===== config.mk =====
export PLATFORM = sky130hd
export DESIGN_NAME = sdram_burst_seq
export DESIGN_NICKNAME = d
export VERILOG_FILES = /design/src/rtl/sdram_seq_pkg.sv /design/src/rtl/seq_beat_counter.sv /design/src/rtl/seq_col_gen.sv /design/src/rtl/seq_rd_delay.sv /design/src/rtl/sdram_burst_seq.sv
export SDC_FILE = /design/constraint.sdc
export NUM_CORES = 1
export LEC_CHECK = 0
export BUFFER_PORTS_ARGS = -buffer_cell sky130_fd_sc_hd__clkbuf_2
export CORE_MARGIN = 2
export CORE_UTILIZATION = 54
export DETAILED_ROUTE_END_ITERATION = 8
export PLACE_DENSITY = 0.84
export SETUP_SLACK_MARGIN = 0.3
export SLEW_MARGIN = 20
export SYNTH_ARGS = -nofsm -noshare
export SYNTH_HDL_FRONTEND = slang
export SYNTH_SLANG_ARGS = --single-unit

===== constraint.sdc =====
create_clock -name clk -period 3.1 [get_ports clk]
set_input_delay 0.155 -clock clk [delete_from_list [all_inputs] [get_ports clk]]
set_output_delay 0.155 -clock clk [all_outputs]
set_load 0.02 [all_outputs]

===== src/rtl/sdram_seq_pkg.sv =====
package sdram_seq_pkg;
  // beat index width: bursts up to 8 beats
  localparam int unsigned BEAT_IDX_W = 3;

  typedef enum logic [1:0] {
    LEN_1 = 2'd0,
    LEN_2 = 2'd1,
    LEN_4 = 2'd2,
    LEN_8 = 2'd3
  } burst_len_e;

  // mask of column bits that wrap inside the burst block
  function automatic logic [BEAT_IDX_W-1:0] wrap_mask(input burst_len_e code);
    logic [BEAT_IDX_W-1:0] m;
    unique case (code)
      LEN_1:   m = 3'b000;
      LEN_2:   m = 3'b001;
      LEN_4:   m = 3'b011;
      default: m = 3'b111;
    endcase
    return m;
  endfunction
endpackage


===== src/rtl/seq_beat_counter.sv =====
module seq_beat_counter
  import sdram_seq_pkg::*;
(
  input  logic                  clk,
  input  logic                  rst_n,
  input  logic                  start,
  input  burst_len_e            len_code,
  output logic                  active,
  output logic [BEAT_IDX_W-1:0] idx,
  output logic [BEAT_IDX_W-1:0] mask
);
  always_ff @(posedge clk or negedge rst_n) begin
    if (!rst_n) begin
      active <= 1'b0;
      idx    <= '0;
      mask   <= '0;
    end else if (start) begin
      active <= 1'b1;
      idx    <= '0;
      mask   <= wrap_mask(len_code);
    end else if (active) begin
      if (idx == mask) begin
        active <= 1'b0;
        idx    <= '0;
      end else begin
        idx <= idx + 1'b1;
      end
    end
  end
endmodule


===== src/rtl/seq_col_gen.sv =====
module seq_col_gen
  import sdram_seq_pkg::*;
#(
  parameter int unsigned COL_W = 10
) (
  input  logic [COL_W-1:0]      start_col,
  input  logic [BEAT_IDX_W-1:0] idx,
  input  logic [BEAT_IDX_W-1:0] mask,
  input  logic                  interleave,
  output logic [COL_W-1:0]      col
);
  localparam int unsigned IW = BEAT_IDX_W;

  logic [IW-1:0] low_start;
  logic [IW-1:0] low_next;

  assign low_start = start_col[IW-1:0];

  always_comb begin
    if (interleave) low_next = low_start ^ idx;
    else            low_next = low_start + idx;
  end

  assign col = {start_col[COL_W-1:IW], (low_start & ~mask) | (low_next & mask)};
endmodule


===== src/rtl/seq_rd_delay.sv =====
module seq_rd_delay #(
  parameter int unsigned MIN_CL = 2,
  parameter int unsigned MAX_CL = 3
) (
  input  logic clk,
  input  logic rst_n,
  input  logic din,
  input  logic [((MAX_CL-MIN_CL+1) > 1 ? $clog2(MAX_CL-MIN_CL+1) : 1)-1:0] tap_sel,
  output logic dout
);
  // the beat register already adds one cycle, so the chain holds MAX_CL-1 stages
  localparam int unsigned NST = MAX_CL - 1;
  localparam int unsigned OFS = MIN_CL - 2;

  logic [NST-1:0] stage;

  genvar g;
  generate
    for (g = 0; g < NST; g++) begin : g_stage
      if (g == 0) begin : g_first
        always_ff @(posedge clk or negedge rst_n) begin
          if (!rst_n) stage[0] <= 1'b0;
          else        stage[0] <= din;
        end
      end else begin : g_next
        always_ff @(posedge clk or negedge rst_n) begin
          if (!rst_n) stage[g] <= 1'b0;
          else        stage[g] <= stage[g-1];
        end
      end
    end
  endgenerate

  assign dout = stage[OFS + 32'(tap_sel)];
endmodule


===== src/rtl/sdram_burst_seq.sv =====
module sdram_burst_seq
  import sdram_seq_pkg::*;
#(
  parameter int unsigned COL_W  = 10,
  parameter int unsigned MIN_CL = 2,
  parameter int unsigned MAX_CL = 3
) (
  input  logic             clk,
  input  logic             rst_n,
  input  logic             cmd_valid,
  input  logic             cmd_write,
  input  logic [COL_W-1:0] cmd_col,
  input  logic [1:0]       mode_bl,
  input  logic             mode_interleave,
  input  logic             mode_cl3,
  output logic [COL_W-1:0] beat_col,
  output logic             beat_valid,
  output logic             wr_valid,
  output logic             rd_valid
);
  localparam int unsigned NTAP  = MAX_CL - MIN_CL + 1;
  localparam int unsigned TAP_W = (NTAP > 1) ? $clog2(NTAP) : 1;

  logic [COL_W-1:0]      start_col_q;
  logic                  ilv_q;
  logic                  is_read_q;
  logic                  active;
  logic [BEAT_IDX_W-1:0] idx;
  logic [BEAT_IDX_W-1:0] mask;

  // command capture: column, wrap order and direction are frozen per burst
  always_ff @(posedge clk or negedge rst_n) begin
    if (!rst_n) begin
      start_col_q <= '0;
      ilv_q       <= 1'b0;
      is_read_q   <= 1'b0;
    end else if (cmd_valid) begin
      start_col_q <= cmd_col;
      ilv_q       <= mode_interleave;
      is_read_q   <= ~cmd_write;
    end
  end

  seq_beat_counter u_cnt (
    .clk      (clk),
    .rst_n    (rst_n),
    .start    (cmd_valid),
    .len_code (burst_len_e'(mode_bl)),
    .active   (active),
    .idx      (idx),
    .mask     (mask)
  );

  seq_col_gen #(.COL_W(COL_W)) u_col (
    .start_col  (start_col_q),
    .idx        (idx),
    .mask       (mask),
    .interleave (ilv_q),
    .col        (beat_col)
  );

  seq_rd_delay #(.MIN_CL(MIN_CL), .MAX_CL(MAX_CL)) u_rd (
    .clk     (clk),
    .rst_n   (rst_n),
    .din     (active & is_read_q),
    .tap_sel (TAP_W'(mode_cl3)),
    .dout    (rd_valid)
  );

  assign beat_valid = active;
  assign wr_valid   = active & ~is_read_q;
endmodule


==> impl_metrics.toml <==
[worst_setup_path]
worstSetupStartpointType = "flop"
r2r_cells = 3
r2r_setup_slack_ns = 1.69
max_stage_delay_ns = 0.47
crit_cells = 7
endpoint_kind = "primary output"
arrival_ns = 2.21
crit_fanout = 5
worst_path_dominant_cell_family = "adder cells"
r2r_start = "u_cnt.idx[0]$_DFFE_PN0P_"
path_buf_inv = 2
r2r_end = "u_cnt.active$_DFF_PN0_"
path_cells = "ha_1 -> inv_1 -> fa_1 -> or3_1 -> a21oi_1 -> xor2_1 -> clkbuf_2"
crit_slowest_cell = "dfrtp_1"
cp.required_ns = 2.94
crit_type = "flop to primary output"

[layout]
layout_commonest_cell = "clkbuf_2"
antennaDiodeCount = 0
final_nets = 139
syn2layout_area_growth_pct = 14.0
layout-drive-gt1-share = 0.405
fillCellCount = 136
fin_util = 0.674
final_cell_mix = "clkbuf_2, dfrtp_1, mux2_2, nor2_1, a21oi_1"
stdcell_area_sq_um = 1200

[timing]
fin_crit_sh = 0.761
hold_viol = 0
fin_skew_ns = 0.00137
relSlewSlack = 0.655
fin_setup_tns_ns = 0
worst_slew_pin_slew_ns = 0.518
fin_crit_ns = 2.36
setup_viol = 0
fmax_mhz = 424
drv_slew = 0
rsz0062_at_grt = "false"

[place]
portBuffers = 30
dpl.hpwl_mm = 1.39
place_area_sq_um = 1170
gp_congestion = 0.707

[clock_network]
clk_latency_ns = 0.30
numCtsBuffers = 3
postCtsSetupRepairBufs = 0
tritoncts = "built"
clk_pin_slew_ns = 0.11
cts.sinks = 21
cts_max_path_buffers = 2
htreeDepth = 1
cts-root-buf = "clkbuf_4"

[synthesis]
postSynthCellCount = 92
yosysWarnings = 0
ys_seq_elements = 21
synth_area_sq_um = 1050
syn_avg_cell_area_sq_um = 11.5
ys_seq_area_frac = 0.498
synth_cell_type_count = 25
syn-num-nets = 114

[grt]
gr-total-overflow = 0
grt_pass1_vias = 699
antenna_found_initial = 0
grt_max_degree = 25
grt_use_total = 0.189
grt_pass1_wl_mm = 2.95

[route]
wirelength_mm = 1.85
drtIter0Drc = 12
vias = 733
viasPerCell = 5.20
drc_errors = 0
wl_per_cell_um = 13.1
postRouteAntennaNets = 0
drtPass1Iterations = 4

[power]
p_per_area_nw_per_um2 = 652
ir_worst_vdd_uv = 419
power_leakage_nw = 0.574

[min_path]
hp-start = "cmd_write"
whs_path_depth = 2
holdPathEnd = "is_read_q$_DFFE_PN0P_"
min_path_type = "input pin to flop"

[die]
placeableCoreArea_sq_um = 1780
initial_core_util = 0.592
num_rows = 15
io_pins = 31
dieWidth_um = 48.2
die_y_um = 48.2
fp.dieArea_sq_um = 2320

[status]
outcome = "complete, no violations"

[job]
maxCapViolCount = 0
metal layers:
layer  share of wire  track usage  vias to the layer above  routed length (um)
met5               0            0                        -                   0
met4           0.011        0.124                        0                  21
met3           0.044       0.0370                        2                  81
met2            0.52        0.308                       19                 959
met1            0.43        0.224                      356                 791
li1                -            -                      356                   -
what timing repair did:
action                                 4_1_cts  5_1_grt
hold buffers                                 1        0
endpoints found under the hold margin       21        0
resized for setup                            0        0
cell families after synthesis:
kind of cell | synth area share
compound gates | 0.0818
fa+ha+maj | 0.0546
xor+xnor | 0.0403
simple gates | 0.106
mux | 0.139
buf+inv | 0.0807
flops | 0.498
power by group:
| group | switching, W | internal, W |
|---|---|---|
| clock | 0.0000803 | 0.0000501 |
| sequential | 0.0000556 | 0.000319 |
| combinational | 0.000153 | 0.000127 |
| total | 0.000288 | 0.000496 |
worst max-delay path by stage:
| stage | from | end | slack (ns) |
|---|---|---|---|
| 2_1_floorplan | u_cnt.idx[0]$_DFFE_PN0P_ | beat_col[2] | 1.13 |
| 3_3_place_gp | u_cnt.idx[0]$_DFFE_PN0P_ | beat_col[2] | 1.11 |
| 3_5_place_dp | u_cnt.idx[0]$_DFFE_PN0P_ | beat_col[2] | 1.08 |
| 4_1_cts | u_cnt.idx[0]$_DFFE_PN0P_ | beat_col[2] | 0.72 |
| 5_1_grt | u_cnt.idx[0]$_DFFE_PN0P_ | beat_col[2] | 0.60 |
| 6_report | u_cnt.idx[0]$_DFFE_PN0P_ | beat_col[2] | 0.74 |
synthesized netlist by cell type:
library cell,n,share of area
fa_1,1,0.019
or3_1,2,0.012
nand3_1,2,0.0095
nand2_1,3,0.011
nor3b_1,2,0.014
ha_1,3,0.036
buf_4,7,0.050
nor3_1,2,0.0095
a21o_1,3,0.021
xor2_1,3,0.025
inv_1,4,0.014
o31ai_1,2,0.014
a221oi_1,1,0.0083
clkbuf_1,2,0.0071
nor4_1,1,0.0059
mux2_2,13,0.14
and2_1,1,0.0059
a21oi_1,5,0.024
dfrtp_1,21,0.50
o21ai_0,3,0.014
nor2b_1,1,0.0059
buf_2,2,0.0095
xor2_2,1,0.015
nor2_1,5,0.018
nand3b_1,2,0.014
sequential cells by signal, indices dropped and copies added, names as in the netlist:
register	flops
ilv_q	1
is_read_q	1
u_cnt.mask	3
u_cnt.idx	3
start_col_q	10
u_rd.stage	2
u_cnt.active	1
cell type report:
| class | count | area, sq um | share of cell area |
|---|---|---|---|
| Clock buffer | 4 | 26.3 | 0.0219 |
| Inverter | 4 | 15.0 | 0.0125 |
| Multi-Input combinational cell | 56 | 444 | 0.369 |
| Sequential cell | 21 | 526 | 0.437 |
| Tap cell | 25 | 31.3 | 0.0260 |
| Timing Repair Buffer | 31 | 160 | 0.133 |
metrics by stage:
stage / instances / total power, W / hold slack [ns] / setup WS [ns]
after CTS: 141 / 0.000791 / 0.0130 / 0.719
after global routing: 141 / 0.000842 / 0.0206 / 0.603
final: 141 / 0.000784 / 0.0199 / 0.739
after global placement: 136 / 0.000639 / 0.153 / 1.11
after detailed placement: 136 / 0.000659 / 0.154 / 1.08
after floorplan: 92 / 0.000582 / -0.141 / 1.13
No activity file was read; power rests on OpenSTA's default activity.
